$ cat src/rtl/txn_trk_pkg.sv
package txn_trk_pkg;

  typedef enum logic [1:0] {
    COH_NONE   = 2'd0,
    COH_SHARED = 2'd1,
    COH_EXCL   = 2'd2
  } coh_e;

  typedef enum logic [2:0] {
    ST_IDLE,
    ST_BEGIN_WAIT,
    ST_ACTIVE,
    ST_LOCK_WAIT,
    ST_ACQUIRE,
    ST_CLEAR,
    ST_RELEASE
  } ctl_state_e;

  // strobes from control to the line array
  typedef struct packed {
    logic cpuEn;
    logic txnMode;
    logic snpArm;
    logic clearSets;
    logic abortInv;
  } arr_strobe_t;

endpackage

$ cat src/rtl/txn_trk_array.sv
module txn_trk_array
  import txn_trk_pkg::*;
#(
  parameter int LINE_AW   = 28,
  parameter int NUM_LINES = 16
) (
  input  logic                    clk,
  input  logic                    rstN,
  input  arr_strobe_t             strobe,
  input  logic                    cpuWrite,
  input  logic [LINE_AW-1:0]      cpuLine,
  input  logic                    snpValid,
  input  logic                    snpExcl,
  input  logic [LINE_AW-1:0]      snpLine,
  input  logic [$clog2(NUM_LINES)-1:0] scanIdx,
  output logic                    scanW,
  output logic [LINE_AW-1:0]      scanLine,
  output logic                    rspValid,
  output logic                    rspHit,
  output logic [1:0]              rspCoh,
  output logic                    rspWriteBack,
  output logic                    conflict
);

  localparam int IDX_W = $clog2(NUM_LINES);
  localparam int TAG_W = LINE_AW - IDX_W;

  typedef struct packed {
    logic [TAG_W-1:0] tag;
    logic             valid;
    logic             dirty;
    logic             rd;
    logic             wr;
  } line_t;

  line_t lineArr [NUM_LINES];

  logic [IDX_W-1:0] cpuIdx, snpIdx;
  logic [TAG_W-1:0] cpuTag, snpTag;
  line_t            cpuEnt, snpEnt, scanEnt;
  logic             cpuHit, snpHit;

  assign cpuIdx  = cpuLine[IDX_W-1:0];
  assign cpuTag  = cpuLine[LINE_AW-1:IDX_W];
  assign snpIdx  = snpLine[IDX_W-1:0];
  assign snpTag  = snpLine[LINE_AW-1:IDX_W];
  assign cpuEnt  = lineArr[cpuIdx];
  assign snpEnt  = lineArr[snpIdx];
  assign scanEnt = lineArr[scanIdx];
  assign cpuHit  = cpuEnt.valid && (cpuEnt.tag == cpuTag);
  assign snpHit  = snpEnt.valid && (snpEnt.tag == snpTag);

  assign scanW    = scanEnt.valid && scanEnt.wr;
  assign scanLine = {scanEnt.tag, scanIdx};

  // one state register per line; bulk operations reach all lines at once
  for (genvar i = 0; i < NUM_LINES; i++) begin : g_line
    logic selThis;
    assign selThis = strobe.cpuEn && (cpuIdx == IDX_W'(i));

    always_ff @(posedge clk or negedge rstN) begin
      if (!rstN) begin
        lineArr[i] <= '0;
      end else if (strobe.abortInv) begin
        if (lineArr[i].rd || lineArr[i].wr) lineArr[i].valid <= 1'b0;
        lineArr[i].rd <= 1'b0;
        lineArr[i].wr <= 1'b0;
      end else if (strobe.clearSets) begin
        if (lineArr[i].wr) lineArr[i].dirty <= 1'b1;
        lineArr[i].rd <= 1'b0;
        lineArr[i].wr <= 1'b0;
      end else if (selThis) begin
        if (cpuHit) begin
          if (strobe.txnMode) begin
            if (cpuWrite) begin
              lineArr[i].dirty <= 1'b0;
              lineArr[i].wr    <= 1'b1;
            end else if (!lineArr[i].wr) begin
              lineArr[i].rd <= 1'b1;
            end
          end else if (cpuWrite) begin
            lineArr[i].dirty <= 1'b1;
          end
        end else begin
          lineArr[i].tag   <= cpuTag;
          lineArr[i].valid <= 1'b1;
          lineArr[i].rd    <= strobe.txnMode && !cpuWrite;
          lineArr[i].wr    <= strobe.txnMode && cpuWrite;
          lineArr[i].dirty <= !strobe.txnMode && cpuWrite;
        end
      end
    end
  end

  coh_e missCoh;
  always_comb begin
    if (strobe.txnMode || !cpuWrite) missCoh = COH_SHARED;
    else                             missCoh = COH_EXCL;
  end

  always_ff @(posedge clk or negedge rstN) begin
    if (!rstN) begin
      rspValid     <= 1'b0;
      rspHit       <= 1'b0;
      rspCoh       <= COH_NONE;
      rspWriteBack <= 1'b0;
    end else begin
      rspValid <= strobe.cpuEn;
      if (strobe.cpuEn) begin
        rspHit       <= cpuHit;
        rspCoh       <= cpuHit ? COH_NONE : missCoh;
        rspWriteBack <= cpuHit ? (strobe.txnMode && cpuWrite && cpuEnt.dirty)
                               : (cpuEnt.valid && cpuEnt.dirty);
      end else begin
        rspHit       <= 1'b0;
        rspCoh       <= COH_NONE;
        rspWriteBack <= 1'b0;
      end
    end
  end

  always_ff @(posedge clk or negedge rstN) begin
    if (!rstN) conflict <= 1'b0;
    else       conflict <= strobe.snpArm && snpValid && snpHit &&
                           ((snpExcl && snpEnt.rd) || snpEnt.wr);
  end

endmodule

$ cat src/rtl/txn_trk_ctrl.sv
module txn_trk_ctrl
  import txn_trk_pkg::*;
#(
  parameter int NUM_LINES = 16
) (
  input  logic                         clk,
  input  logic                         rstN,
  input  logic                         cpuReq,
  input  logic                         txnBegin,
  input  logic                         txnStarving,
  input  logic                         txnCommit,
  input  logic                         txnAbort,
  input  logic                         lockGrant,
  input  logic                         exclGrant,
  input  logic                         scanW,
  output arr_strobe_t                  strobe,
  output logic [$clog2(NUM_LINES)-1:0] scanIdx,
  output logic                         lockReq,
  output logic                         exclReq,
  output logic                         txnActive,
  output logic                         txnValidated,
  output logic                         commitDone
);

  localparam int               IDX_W    = $clog2(NUM_LINES);
  localparam logic [IDX_W-1:0] LAST_IDX = IDX_W'(NUM_LINES - 1);

  ctl_state_e       stateQ;
  logic             lockHeld;
  logic [IDX_W-1:0] ptrQ;
  logic             abortOk, armed, stepOk;

  assign armed   = (stateQ == ST_ACTIVE) || (stateQ == ST_LOCK_WAIT) ||
                   (stateQ == ST_ACQUIRE);
  assign abortOk = txnAbort && armed;
  assign stepOk  = !scanW || exclGrant;

  always_comb begin
    strobe.cpuEn     = cpuReq && ((stateQ == ST_IDLE) ||
                       ((stateQ == ST_ACTIVE) && !txnAbort && !txnCommit));
    strobe.txnMode   = (stateQ == ST_ACTIVE);
    strobe.snpArm    = armed;
    strobe.clearSets = (stateQ == ST_CLEAR);
    strobe.abortInv  = abortOk;
  end

  assign scanIdx      = ptrQ;
  assign exclReq      = (stateQ == ST_ACQUIRE) && scanW;
  assign lockReq      = lockHeld || (stateQ == ST_BEGIN_WAIT) || (stateQ == ST_LOCK_WAIT);
  assign txnActive    = (stateQ != ST_IDLE) && (stateQ != ST_BEGIN_WAIT);
  assign txnValidated = (stateQ == ST_CLEAR) || (stateQ == ST_RELEASE);
  assign commitDone   = (stateQ == ST_RELEASE);

  always_ff @(posedge clk or negedge rstN) begin
    if (!rstN) begin
      stateQ   <= ST_IDLE;
      lockHeld <= 1'b0;
      ptrQ     <= '0;
    end else if (abortOk) begin
      stateQ   <= ST_IDLE;
      lockHeld <= 1'b0;
    end else begin
      unique case (stateQ)
        ST_IDLE: begin
          if (txnBegin) stateQ <= txnStarving ? ST_BEGIN_WAIT : ST_ACTIVE;
        end
        ST_BEGIN_WAIT: begin
          if (lockGrant) begin
            lockHeld <= 1'b1;
            stateQ   <= ST_ACTIVE;
          end
        end
        ST_ACTIVE: begin
          if (txnCommit) begin
            ptrQ   <= '0;
            stateQ <= lockHeld ? ST_ACQUIRE : ST_LOCK_WAIT;
          end
        end
        ST_LOCK_WAIT: begin
          if (lockGrant) begin
            lockHeld <= 1'b1;
            ptrQ     <= '0;
            stateQ   <= ST_ACQUIRE;
          end
        end
        ST_ACQUIRE: begin
          if (stepOk) begin
            if (ptrQ == LAST_IDX) stateQ <= ST_CLEAR;
            else                  ptrQ   <= ptrQ + 1'b1;
          end
        end
        ST_CLEAR: begin
          lockHeld <= 1'b0;
          stateQ   <= ST_RELEASE;
        end
        ST_RELEASE: stateQ <= ST_IDLE;
        default:    stateQ <= ST_IDLE;
      endcase
    end
  end

endmodule

$ cat src/rtl/txn_cache_tracker.sv
module txn_cache_tracker
  import txn_trk_pkg::*;
#(
  parameter int ADDR_W     = 32,
  parameter int LINE_BYTES = 16,
  parameter int NUM_LINES  = 16,
  localparam int OFF_W     = $clog2(LINE_BYTES),
  localparam int LINE_AW   = ADDR_W - OFF_W
) (
  input  logic               clk,
  input  logic               rstN,
  input  logic               cpuReq,
  input  logic               cpuWrite,
  input  logic [LINE_AW-1:0] cpuLine,
  output logic               rspValid,
  output logic               rspHit,
  output logic [1:0]         rspCoh,
  output logic               rspWriteBack,
  input  logic               snpValid,
  input  logic               snpExcl,
  input  logic [LINE_AW-1:0] snpLine,
  output logic               conflict,
  input  logic               txnBegin,
  input  logic               txnStarving,
  input  logic               txnCommit,
  input  logic               txnAbort,
  output logic               txnActive,
  output logic               txnValidated,
  output logic               commitDone,
  output logic               lockReq,
  input  logic               lockGrant,
  output logic               exclReq,
  output logic [LINE_AW-1:0] exclLine,
  input  logic               exclGrant
);

  localparam int IDX_W = $clog2(NUM_LINES);

  arr_strobe_t      strobe;
  logic [IDX_W-1:0] scanIdx;
  logic             scanW;

  txn_trk_ctrl #(.NUM_LINES(NUM_LINES)) u_ctrl (
    .clk          (clk),
    .rstN         (rstN),
    .cpuReq       (cpuReq),
    .txnBegin     (txnBegin),
    .txnStarving  (txnStarving),
    .txnCommit    (txnCommit),
    .txnAbort     (txnAbort),
    .lockGrant    (lockGrant),
    .exclGrant    (exclGrant),
    .scanW        (scanW),
    .strobe       (strobe),
    .scanIdx      (scanIdx),
    .lockReq      (lockReq),
    .exclReq      (exclReq),
    .txnActive    (txnActive),
    .txnValidated (txnValidated),
    .commitDone   (commitDone)
  );

  txn_trk_array #(.LINE_AW(LINE_AW), .NUM_LINES(NUM_LINES)) u_array (
    .clk          (clk),
    .rstN         (rstN),
    .strobe       (strobe),
    .cpuWrite     (cpuWrite),
    .cpuLine      (cpuLine),
    .snpValid     (snpValid),
    .snpExcl      (snpExcl),
    .snpLine      (snpLine),
    .scanIdx      (scanIdx),
    .scanW        (scanW),
    .scanLine     (exclLine),
    .rspValid     (rspValid),
    .rspHit       (rspHit),
    .rspCoh       (rspCoh),
    .rspWriteBack (rspWriteBack),
    .conflict     (conflict)
  );

endmodule

$ cat config.mk
export PLATFORM = sky130hd
export DESIGN_NAME = txn_cache_tracker
export DESIGN_NICKNAME = d
export VERILOG_FILES = /design/src/rtl/txn_trk_pkg.sv /design/src/rtl/txn_trk_array.sv /design/src/rtl/txn_trk_ctrl.sv /design/src/rtl/txn_cache_tracker.sv
export SDC_FILE = /design/constraint.sdc
export NUM_CORES = 1
export LEC_CHECK = 0
export BUFFER_PORTS_ARGS = -buffer_cell sky130_fd_sc_hd__buf_2
export CAP_MARGIN = 10
export CORE_MARGIN = 3
export CORE_UTILIZATION = 58
export CTS_CLUSTER_SIZE = 10
export DETAILED_ROUTE_END_ITERATION = 6
export PLACE_DENSITY = 0.75
export SLEW_MARGIN = 30
export SYNTH_ARGS = -nofsm -noshare
export SYNTH_HDL_FRONTEND = slang
export SYNTH_SLANG_ARGS = --single-unit
$ cat constraint.sdc
create_clock -name clk -period 3.9 [get_ports clk]
set_input_delay 0.39 -clock clk [delete_from_list [all_inputs] [get_ports clk]]
set_output_delay 0.39 -clock clk [all_outputs]
set_load 0.05 [all_outputs]
* After elaboration in Yosys (flattened, before gate mapping)
Cells that the tools add are included.
Storage, ports and cells: logic and storage cells 617, input port bits 68, register bits after elaboration 462, output and inout bits 39
Operators by class: equal/unequal tests 90, $lt $le $gt $ge 3, bitwise gates (word level) 6, multiplexer cells 228, add/subtract/negate cells 1, reduce and logical (&&, ||, !) cells 201
Operator list (count):
- binary-select mux 28 bit (select 4 bit) | 3
- AND reduction 4 bit | 64
- two-way mux 28 bit | 6
- two-way mux 1 bit | 120
- two-way mux 3 bit | 40
- two-way mux 4 bit | 20
- two-way mux 2 bit | 36
- inequality test 4 bit (second input constant) | 18
- inequality test 2 x 1 -> 1 bit (second input constant) | 34
- nonzero test 2 bit | 32
- nonzero test 3 bit | 19
- == test 24 bit | 2
- AND reduction 3 bit | 16
- == test 4 bit (second input constant) | 9
- logical AND 1 bit | 34
- logical OR 1 bit | 25
- one-hot mux 3 bit (6 select lines) | 1
- == test 4 x 3 -> 1 bit (second input constant) | 4
- greater-or-equal comparator 5 bit (second input constant) | 3
- inverter 4 -> 5 bit | 3
- inequality test 3 x 2 -> 1 bit (second input constant) | 4
- one-hot mux 4 bit (3 select lines) | 1
- AND reduction 6 bit | 2
- == test 3 bit (second input constant) | 3
- other kinds (16) | 30

* Longest topological paths before layout
Gate-level depths: netlist (run 1).
word-level depth 10, depth in mapped cells 17

* Cells and area by module
Synthesis (run 1) repeated with hierarchy kept, for this count alone.
Second synthesis, totals: cell total of the unflattened synthesis 2060, area total of the unflattened synthesis 29622.2 µm²
By module, submodules not included:
- txn_trk_array | area an instance 28912.7 µm², cells each 1977, times used 1
- txn_trk_ctrl | area an instance 709.4 µm², cells each 83, times used 1

* Worst setup path after synthesis (run 1)
OpenSTA, ideal clock, no wires.
kind input-to-reg, start point in cpuLine[0], end point reg u_array.lineArr[155] in the netlist's numbering, setup time 0.125 ns, cell stages on the path 15, path slack 0.523 ns, arrival 3.253 ns, buffers on the path 6, path through buf_2 -> buf_6 -> buf_4 -> mux4_2 -> xnor2_1 -> o21ai_0 -> o211ai_1 -> a2111oi_2 -> nand4_1 -> nor3_2 -> buf_6 -> nand2b_1 -> buf_4 -> buf_4 -> mux2_2
Between the ends: word-level cells in the longest chain between the ends 8, elaborated cells on any way between the ends 10, those cells by class eq/ne: 2; mux: 3; bitwise: 2; reduce/logical: 3
RTL lines:
- start: declaration | RTL line txn_cache_tracker.sv:14 | input logic [LINE_AW-1:0] cpuLine,
- inverter 4 -> 5 bit (implied by the code) | RTL line txn_trk_array.sv:47 | assign cpuEnt = lineArr[cpuIdx];
- binary-select mux 28 bit (select 4 bit) | RTL line txn_trk_array.sv:47
- two-way mux 28 bit (implied by the code) (2 in series) | RTL line txn_trk_array.sv:47
- == test 24 bit | RTL line txn_trk_array.sv:50 | assign cpuHit = cpuEnt.valid && (cpuEnt.tag == cpuTag);
- logical AND 1 bit | RTL line txn_trk_array.sv:50
- inverter 1 bit (no source line)
- AND reduction 4 bit (no source line) *
- end: declaration | RTL line txn_trk_array.sv:36 | line_t lineArr [NUM_LINES];
Every way passes the cells marked *; elsewhere a longest branch is shown, timed or not. The select of a mux whose other input is x is not followed. A chain may end at the register's enable or synchronous reset.

* Final worst setup path (run 1)
start point reg u_ctrl.ptrQ[0] (netlist: u_ctrl.scanIdx[0]), end point out exclLine[6]
Between the ends: word-level cells in the longest chain between the ends 4
RTL lines:
- start: declaration | RTL line txn_trk_ctrl.sv:30 | logic [IDX_W-1:0] ptrQ;
- start signal: assignment | RTL line txn_trk_ctrl.sv:89 | else ptrQ <= ptrQ + 1'b1;
- inverter 4 -> 5 bit (implied by the code) | RTL line txn_trk_array.sv:49 | assign scanEnt = lineArr[scanIdx];
- binary-select mux 28 bit (select 4 bit) | RTL line txn_trk_array.sv:49
- two-way mux 28 bit (implied by the code) (2 in series) | RTL line txn_trk_array.sv:49
- end: declaration | RTL line txn_cache_tracker.sv:33 | output logic [LINE_AW-1:0] exclLine,
Every way passes these cells. The select of a mux whose other input is x is not followed.

==> results.yml, run 1 <==
setup_path:
  cpMaxStageDelayCell: "dfrtp_4"
  path_delay_family: "flip-flops"
  worstPathCellList: "buf_4 > mux2_2 > o21ai_0 > a21oi_1 > a22oi_1 > nand2_1 > buf_2"
  endpoint_kind: "output port"
  rr_endpoint: "u_array.lineArr[414]"
  worst-path-buf-inv: 2
  worstPathRequired_ns: 3.51
  worst_setup_path_start_kind: "flop"
  r2r_start: "u_array.lineArr[15]"
  worstSetupPathType: "flop to output port"
  cp.arrival_ns: 3.31
  regToRegSetupSlack_ns: 0.31
  critPathMaxFanout: 44
  max_stage_delay_ns: 1.01
  rr_worst_depth: 12
cts:
  h-tree-depth: 2
  cts.repair.resized: 0
  cts_tree: "yes"
  clk_path_buf_depth: 3
  ctsHoldBuffers: 1
  root_buffer: "clkbuf_16"
  cts_buffers: 53
  cts_num_sinks: 462
  clk-insertion-delay-late_ns: 0.63
  clkSlewWorstSetupHoldPaths_ns: 0.05
  post-cts-setup-buffers: 0
drt:
  vias: 22600
  wire_per_inst_um: 32.2
  drt-total-wl_mm: 98.0
  drtPass1Iterations: 6
  drt_iter0_markers: 2940
  drt-vias-per-instance: 7.42
  ant_nets: 0
  drc: 0
floorplanning:
  ioPinCount: 107
  die-area_sq_um: 53300
  core_region_area_sq_um: 49500
  die_h_um: 231
  die_width_um: 231
  fp-row-count: 81
  initial_utilization_pct: 59.3
timing:
  post-route-period-util_pct: 95.0
  hold_viol: 0
  worst_slack_ns: 0.196
  holdWs_ns: 0.0770
  tightest_slew_ns: 0.964
  slew_viol_final: 0
  setup_viol: 0
  tns_ns: 0
  layout_min_cycle_time_ns: 3.70
  fin_skew_ns: 0.0340
  relSlewSlack_pct: 35.6
  rsz0062_at_grt: "no"
  fmax_mhz: 270
synth:
  synth_edf_count: 0
  ys_types: 70
  yosysTopAreaCellShare_pct: 39.4
  yosysWarnings: 0
  synth_ff_type: "dfrtp_1"
  synth_top_cell_by_area: "dfrtp_1"
  ys_seq_area_share_pct: 39.4
  synth_area_leaders: "dfrtp_1, mux4_2, mux2_2, mux2i_1, mux2_1"
  async_flop_share_pct: 100
  syn_nets: 2295
  syn_inst: 2226
  synth_common_cells: "dfrtp_1, mux4_2, mux2_2"
  synth_area_per_cell_sq_um: 13.2
  synth.most_common_cell: "dfrtp_1"
  synthesis.area_sq_um: 29300
  yosys_register_bits: 462
global_routing:
  grt-ovfl-total: 0
  first_global_vias: 22800
  grt_usage_pct: 37.2
  grt_first_pass_wirelength_mm: 148
  grt_max_degree: 101
  antenna_found_initial: 4
final_layout:
  nNetsFinal: 2431
  area_delta_synth_final_pct: 13.6
  final_cells: 3043
  fill_cells: 3514
  drive_gt1_share_pct: 39.8
min_path:
  hold_end: "u_array.conflict"
  worstHoldStart: "snpValid"
  hold_class: "input pin to flop"
  holdPathStages: 3
placement:
  hpwl_mm: 66.5
  pre_cts_ws_ns: -0.00457
  globalplace.congestion: 1.02
  dp_cells: 2970
  port-buffer-count: 106
power_and_ir_drop:
  leakagePower_nw: 14.0
  irDropWorstVdd_mv: 0.624
  p_per_area_nw_per_um2: 729
  power_mw: 24.3
outcome:
  status: "completed"
job:
  maxCapViolations: 0
## worst register-to-register path: stages (launching register included)
cell      delay (ns)
dfrtp_1         0.41
mux4_2          0.49
mux2i_1         0.18
xor2_1          0.39
o211ai_1        0.15
nor4b_1         0.48
a41oi_2         0.12
nor3_4          0.30
buf_12          0.22
buf_4           0.17
nor2_4          0.07
buf_12          0.17
mux2_1          0.33
## report_power, final
part | switching, mW | leakage, nW | internal (mW) | total, mW
clock network | 1.96 | 0.720 | 2.56 | 4.52
logic | 4.54 | 7.35 | 5.51 | 10.1
registers | 2.68 | 5.90 | 7.04 | 9.72
## worst max path at each step
stage	startpoint	depth (start not counted)	slack (ns)	endpoint
6_report	u_ctrl.scanIdx[0]	7	0.20	exclLine[6]
5_1_grt	u_ctrl.scanIdx[0]	7	0.07	exclLine[6]
4_1_cts	u_ctrl.scanIdx[0]	7	0.19	exclLine[6]
3_5_place_dp	cpuLine[0]	16	-0.005	u_array.lineArr[414]
3_3_place_gp	cpuLine[0]	16	-0.007	u_array.lineArr[412]
2_1_floorplan	cpuLine[0]	15	0.52	u_array.lineArr[155]
## cells by family (layout without fill, tap and decap cells)
logic type / count (synthesis) / in the layout / share of synthesized area [%]
AO/OA/AOI/OAI: 373 / 373 / 8.48
adder cells (fa/ha/maj): 1 / 1 / 0.0427
other: 0 / 2 / 0
XOR/XNOR: 48 / 48 / 1.43
buffers and inverters: 240 / 391 / 4.10
multiplexers: 830 / 830 / 42.0
AND/OR/NAND/NOR: 272 / 272 / 4.53
flip-flops: 462 / 462 / 39.4
## layout by cell type (no fill, tap or decap), types with 59 or more instances in the layout
master	n
buf_2	99
buf_4	127
mux2_1	111
mux2_4	69
mux2_2	236
nand2_1	123
buf_12	60
a22oi_1	59
o21ai_0	84
dfrtp_1	458
a21oi_1	66
mux2i_1	156
mux4_2	258
## metal layers
layer	share of wire (%)	track usage [%]	routed length, um	up-vias
met2	44	54.9	43600	1759
met3	13	11.7	12700	375
met4	5.8	18.7	5680	2
met5	0.013	0	13	-
li1	-	-	-	8905
met1	37	50.1	36000	11500
## layout make-up
cell class / count / area, sq um / area share [%]
Sequential cell: 462 / 11600 / 34.7
Inverter: 31 / 116 / 0.349
Timing Repair Buffer: 290 / 2700 / 8.09
Antenna cell: 2 / 5.00 / 0.0150
Clock inverter: 2 / 13.8 / 0.0413
Clock buffer: 68 / 1460 / 4.37
Tap cell: 664 / 831 / 2.49
Multi-Input combinational cell: 1524 / 16600 / 49.9
## state kept, by name (all words and copies together) (netlist names)
signal / count
u_ctrl.lockHeld: 1
u_array.rspValid: 1
u_ctrl.scanIdx: 4
u_array.conflict: 1
u_ctrl.stateQ: 3
u_array.rspHit: 1
u_array.rspWriteBack: 1
u_array.lineArr: 448
u_array.rspCoh: 2
## metrics by stage
stage / util (%) / area [sq um]
6_report: 67.4 / 33300
3_3_place_gp: 64.4 / 31800
2_1_floorplan: - / 29300
5_1_grt: 67.4 / 33300
3_5_place_dp: 64.4 / 31800
4_1_cts: 67.4 / 33300
No activity file was read; power rests on OpenSTA's default activity.
==> run 2, diff against run 1 <==
--- a/config.mk
+++ b/config.mk
@@ -12,6 +12,7 @@
 export CTS_CLUSTER_SIZE = 10
 export DETAILED_ROUTE_END_ITERATION = 6
 export PLACE_DENSITY = 0.75
+export RECOVER_POWER = 100
 export SLEW_MARGIN = 30
 export SYNTH_ARGS = -nofsm -noshare
 export SYNTH_HDL_FRONTEND = slang
==> run 2 against run 1 <==
Against the previous run:
- the flow now finishes with violations (max-capacitance violations, max-slew violations)
- maximum frequency down 1.6%
- cell area is 2.0% lower
- cell count unchanged
- largest power group unchanged
- clock power barely moved
- highest routed layer unchanged
- wire length hardly changed
- flip-flop and latch count did not move
- first-iteration DRC count grew 5.1%
- die area did not move
- global-route usage unchanged
- largest cell class unchanged
- sequential power is essentially flat
- power decreased by 1.3%
- register-to-register slack got worse by 0.17 ns
==> results.yml, run 2 (synthesis gave the netlist of run 1 again) <==
drt:
  wire_per_inst_um: 32.2
  ant_nets: 0
  drc: 0
  drt-total-wl_mm: 98.0
  drt_iter0_markers: 3091
  vias: 22600
  drt-vias-per-instance: 7.42
  drtPass1Iterations: 6
cts:
  h-tree-depth: 2
  clk-insertion-delay-late_ns: 0.63
  clkSlewWorstSetupHoldPaths_ns: 0.06
  clk_path_buf_depth: 3
  cts.repair.resized: 0
  cts_buffers: 53
  post-cts-setup-buffers: 0
  cts_num_sinks: 462
  root_buffer: "clkbuf_16"
  cts_tree: "yes"
global_routing:
  grt-ovfl-total: 0
  antenna_found_initial: 4
  grt_usage_pct: 37.2
  grt_first_pass_wirelength_mm: 148
  first_global_vias: 22800
  grt_max_degree: 101
power_and_ir_drop:
  leakagePower_nw: 13.7
  p_sw_mw: 9.16
  power_mw: 24.0
  comb_power_share_pct: 40.7
  power_frac_seq_pct: 40.4
  sw_frac_of_total_pct: 38.2
  power_frac_clock_pct: 18.8
  internal_power_mw: 14.8
  irDropWorstVdd_mv: 0.625
  p_per_area_nw_per_um2: 733
final_layout:
  nNetsFinal: 2431
  regMostFlops: "u_array.lineArr"
  largest_reg_flops: 448
  post-route-cell-area_sq_um: 32700
  final_cell_mix: "dfrtp_1, mux4_2, mux2_2"
  final_common_cell: "dfrtp_1"
  fill_cells: 3666
  drive_gt1_share_pct: 35.6
  area_delta_synth_final_pct: 11.4
setup_path:
  worstSetupEndpoint: "u_array.lineArr[93]"
  rr_endpoint: "u_array.lineArr[93]"
  worstPathRequired_ns: 4.38
  rr_worst_depth: 11
  regToRegSetupSlack_ns: 0.14
  endpoint_kind: "flop"
  worstSetupPathType: "flop to flop"
  r2r_start: "u_array.lineArr[15]"
  cp.arrival_ns: 4.24
  critPathMaxFanout: 14
  cp-startpoint: "u_array.lineArr[15]"
  worst_setup_path_start_kind: "flop"
min_path:
  hold_class: "input pin to flop"
placement:
  globalplace.congestion: 1.02
  postPlaceCellArea_sq_um: 31800
  hpwl_mm: 66.5
  port-buffer-count: 106
timing:
  slew_viol_final: 97
  layout_min_cycle_time_ns: 3.76
  setup_viol: 0
  tightest_slew_ns: 2.88
  fin_skew_ns: 0.0393
  rsz0062_at_grt: "no"
  post-route-period-util_pct: 96.5
  hold_viol: 0
  relSlewSlack_pct: -91.9
  fmax_mhz: 266
outcome:
  status: "finished, violations left"
  violations: "max-capacitance violations, max-slew violations"
floorplanning:
  ioPinCount: 107
  core_region_area_sq_um: 49500
  fp-row-count: 81
  die-area_sq_um: 53300
  die_width_um: 231
  die_h_um: 231
  initial_utilization_pct: 59.3
job:
  maxCapViolations: 1
## run 2: cell types whose count changed in the layout (fill, tap and decap cells not counted), moves of 3 or more
cell | previous run | this run
nor2_1 | 40 | 48
buf_2 | 99 | 75
mux2_4 | 69 | 7
clkbuf_1 | 10 | 36
clkbuf_4 | 0 | 6
buf_12 | 60 | 43
nor2_2 | 2 | 5
clkbuf_2 | 0 | 31
mux2_1 | 111 | 174
buf_4 | 127 | 105
nor2_4 | 13 | 2
## run 2: area by class of cell
class	instances	area, sq um	area share [%]
flip-flops and latches	462	11600	35.4
multi-input cells	1524	16300	49.9
well taps	664	831	2.54
diodes	2	5.00	0.0153
clock inverters	2	13.8	0.0421
clock buffers	68	1460	4.45
inverters	31	116	0.356
repair buffers	290	2370	7.24
## run 2: worst min path at each step
| stage | slack, ns | from | end | cells after the start |
|---|---|---|---|---|
| global route | 0.08 | snpValid | u_array.conflict | 3 |
| detailed placement | 0.51 | rstN | u_array.lineArr[247] | 1 |
| global placement | 0.50 | u_array.lineArr[86] | u_array.lineArr[86] | 2 |
| finish | 0.08 | snpValid | u_array.conflict | 3 |
| floorplan | 0.09 | rstN | u_array.conflict | 0 |
| CTS | 0.05 | snpValid | u_array.conflict | 3 |
## run 2: power by group through the flow
stage / sequential [mW] / clock [mW] / combinational (mW)
after CTS: 9.55 / 4.56 / 9.96
after global routing: 9.94 / 4.75 / 10.3
after floorplan: 8.55 / 0 / 7.73
after detailed placement: 9.60 / 0 / 9.89
after global placement: 9.36 / 0 / 9.62
final: 9.69 / 4.52 / 9.76
## run 2: per-stage QoR
step | hold slack (ns) | worst slack (ns) | std cells | utilization, % | TNS [ns]
3_3_place_gp | 0.499 | -0.00746 | 2970 | 64.4 | -0.0295
6_report | 0.0755 | 0.136 | 3043 | 66.1 | 0
2_1_floorplan | 0.0944 | 0.523 | 2226 | - | 0
5_1_grt | 0.0769 | 0.0459 | 3043 | 66.1 | 0
3_5_place_dp | 0.505 | -0.00457 | 2970 | 64.4 | -0.00457
4_1_cts | 0.0503 | 0.195 | 3041 | 67.4 | 0
## run 2: timing repair
action,CTS,global route
endpoints found under the setup margin,0,0
hold buffers,1,0
hold endpoints to repair,91,0
## run 2: per-layer routing
metal | up-vias | track usage, % | part of all wire [%]
li1 | 8900 | - | -
met1 | 11500 | 50.1 | 37
met2 | 1772 | 54.9 | 44
met3 | 377 | 11.7 | 12
met4 | 4 | 18.7 | 5.9
met5 | - | 0 | 0.028
## run 2: critical path: stages, from the launching register on
cell,delay (ns)
dfrtp_1,0.41
mux4_2,0.49
mux2i_1,0.18
xor2_1,0.42
o211ai_1,0.15
nor4b_1,0.41
a41oi_1,0.16
nor3_4,0.31
buf_12,0.18
nor2_4,0.05
clkbuf_2,0.39
mux2_1,0.44
==> run 3, diff against run 2 <==
--- a/config.mk
+++ b/config.mk
@@ -7,8 +7,10 @@
 export LEC_CHECK = 0
 export BUFFER_PORTS_ARGS = -buffer_cell sky130_fd_sc_hd__buf_2
 export CAP_MARGIN = 10
+export CORE_ASPECT_RATIO = 2
 export CORE_MARGIN = 3
 export CORE_UTILIZATION = 58
+export CTS_BUF_LIST = sky130_fd_sc_hd__clkbuf_16
 export CTS_CLUSTER_SIZE = 10
 export DETAILED_ROUTE_END_ITERATION = 6
 export PLACE_DENSITY = 0.75
==> run 3 against run 2 <==
Against the previous run:
- the run still ends with max-capacitance violations, max-slew violations left
- combinational power up 0.4%
- cell area down 0.58%
- setup slack worse by 0.099 ns
- count of clock-buffer cells in the layout down 15
- global-route usage up 0.75 points
- hold slack better by 0.037 ns
- core utilization down 1.2 points
- sequential power about the same
- critical path type is now flop to output port
- critical endpoint is now exclLine[7]
- largest power group unchanged
==> results.yml, run 3 (synthesis gave the netlist of run 1 again) <==
min_path:
  hold_class: "input pin to flop"
timing:
  slew_viol_final: 128
  fmax_mhz: 259
  setup_viol: 0
  fin_skew_ns: 0.0256
  layout_min_cycle_time_ns: 3.86
  hold_viol: 0
  holdWs_ns: 0.112
  worst_slack_ns: 0.0377
  post-route-period-util_pct: 99.0
  rsz0062_at_grt: "no"
  relSlewSlack_pct: -84.2
  tightest_slew_ns: 2.76
setup_path:
  critPathMaxFanout: 48
  worst_setup_path_start_kind: "flop"
  endpoint_kind: "output port"
  worstPathRequired_ns: 3.51
  worstSetupPathType: "flop to output port"
  cp.arrival_ns: 3.47
placement:
  hpwl_mm: 68.9
  dp_cells: 2942
  postPlaceCellArea_sq_um: 31600
  globalplace.congestion: 1.02
  pre_cts_ws_ns: -0.0682
  port-buffer-count: 106
job:
  maxCapViolations: 2
cts:
  clk_path_buf_depth: 3
  clk-insertion-delay-late_ns: 0.61
  cts.repair.resized: 0
  post-cts-setup-buffers: 0
  cts_tree: "yes"
  clkSlewWorstSetupHoldPaths_ns: 0.06
  cts_buffers: 52
  cts_num_sinks: 462
  h-tree-depth: 2
  ctsHoldBuffers: 1
  root_buffer: "clkbuf_16"
drt:
  ant_nets: 0
  dr_wl_met2_mm: 47.7
  drt_iter0_markers: 2650
  dr.max_layer_used: "met5"
  wl_met3_mm: 9.35
  vias: 22400
  drt-total-wl_mm: 100
  wire_per_inst_um: 33.3
  wl_met1_mm: 32.9
  drtPass1Iterations: 7
  drc: 0
  drt-vias-per-instance: 7.45
floorplanning:
  fp-row-count: 116
  die-area_sq_um: 53500
  core_region_area_sq_um: 50100
  ioPinCount: 107
  die_width_um: 165
  initial_utilization_pct: 58.6
  die_h_um: 324
final_layout:
  nNetsFinal: 2417
  area_delta_synth_final_pct: 10.8
  drive_gt1_share_pct: 35.4
  largest_reg_flops: 448
  fill_cells: 3833
  post-route-cell-area_sq_um: 32500
  final_cells: 3006
  final_cell_mix: "dfrtp_1, mux4_2, mux2_2"
  regMostFlops: "u_array.lineArr"
  final_common_cell: "dfrtp_1"
global_routing:
  grt_usage_pct: 37.9
  grt_max_degree: 111
  grt-ovfl-total: 0
  antenna_found_initial: 6
  first_global_vias: 23700
  grt_first_pass_wirelength_mm: 150
power_and_ir_drop:
  p_per_area_nw_per_um2: 735
  power_mw: 23.9
  leakagePower_nw: 13.6
  irDropWorstVdd_mv: 0.591
outcome:
  violations: "max-capacitance violations, max-slew violations"
  status: "finished, violations left"
run 3: layer usage:
metal  vias to the layer above  GRT usage, %
met5                         -             0
met4                         4          31.9
met3                       547          9.28
met2                      1554          59.8
met1                     11400          43.0
li1                       8874             -
run 3: layout make-up:
type                    instances  area (sq um)  area share [%]
diodes                          4          10.0          0.0308
clock buffers                  53          1330            4.08
clock inverters                 6          37.5           0.116
inverters                      31           116           0.358
multi-input cells            1524         16300            50.1
flip-flops and latches        462         11600            35.6
well taps                     649           812            2.50
repair buffers                277          2320            7.16
run 3: through the flow:
stage,util (%),TNS [ns]
floorplan,-,0
global placement,63.1,-0.482
detailed placement,63.1,-0.608
CTS,65.9,0
global route,64.9,0
finish,64.9,0
run 3: critical path: stages (launching register included):
cell and delay [ns]:
dfrtp_1 0.91, buf_4 0.46, nor2b_4 0.24, buf_12 0.30, nand2_1 0.08, nand2_1 0.08
a21oi_1 0.09, a22oi_1 0.22, nand2_1 0.17, buf_2 0.25
run 3: where the power goes:
part	internal (mW)	total (mW)	switching (mW)
Sequential	7.04	9.72	2.68
Combinational	5.20	9.80	4.60
Clock	2.38	4.35	1.97
run 3: final timing paths:
path	start	end	slack (ns)	cells after the start
setup / recovery	u_ctrl.scanIdx[2]	exclLine[7]	0.04	9
hold / removal	lockGrant	u_ctrl.lockHeld	0.11	3
setup reg to reg	u_array.lineArr[415]	u_array.lineArr[371]	0.13	11
hold reg to reg	u_array.lineArr[114]	u_array.lineArr[114]	0.52	2
max in group asynchronous	rstN	u_array.lineArr[210]	0.53	3
min in group asynchronous	rstN	u_array.lineArr[443]	1.20	2
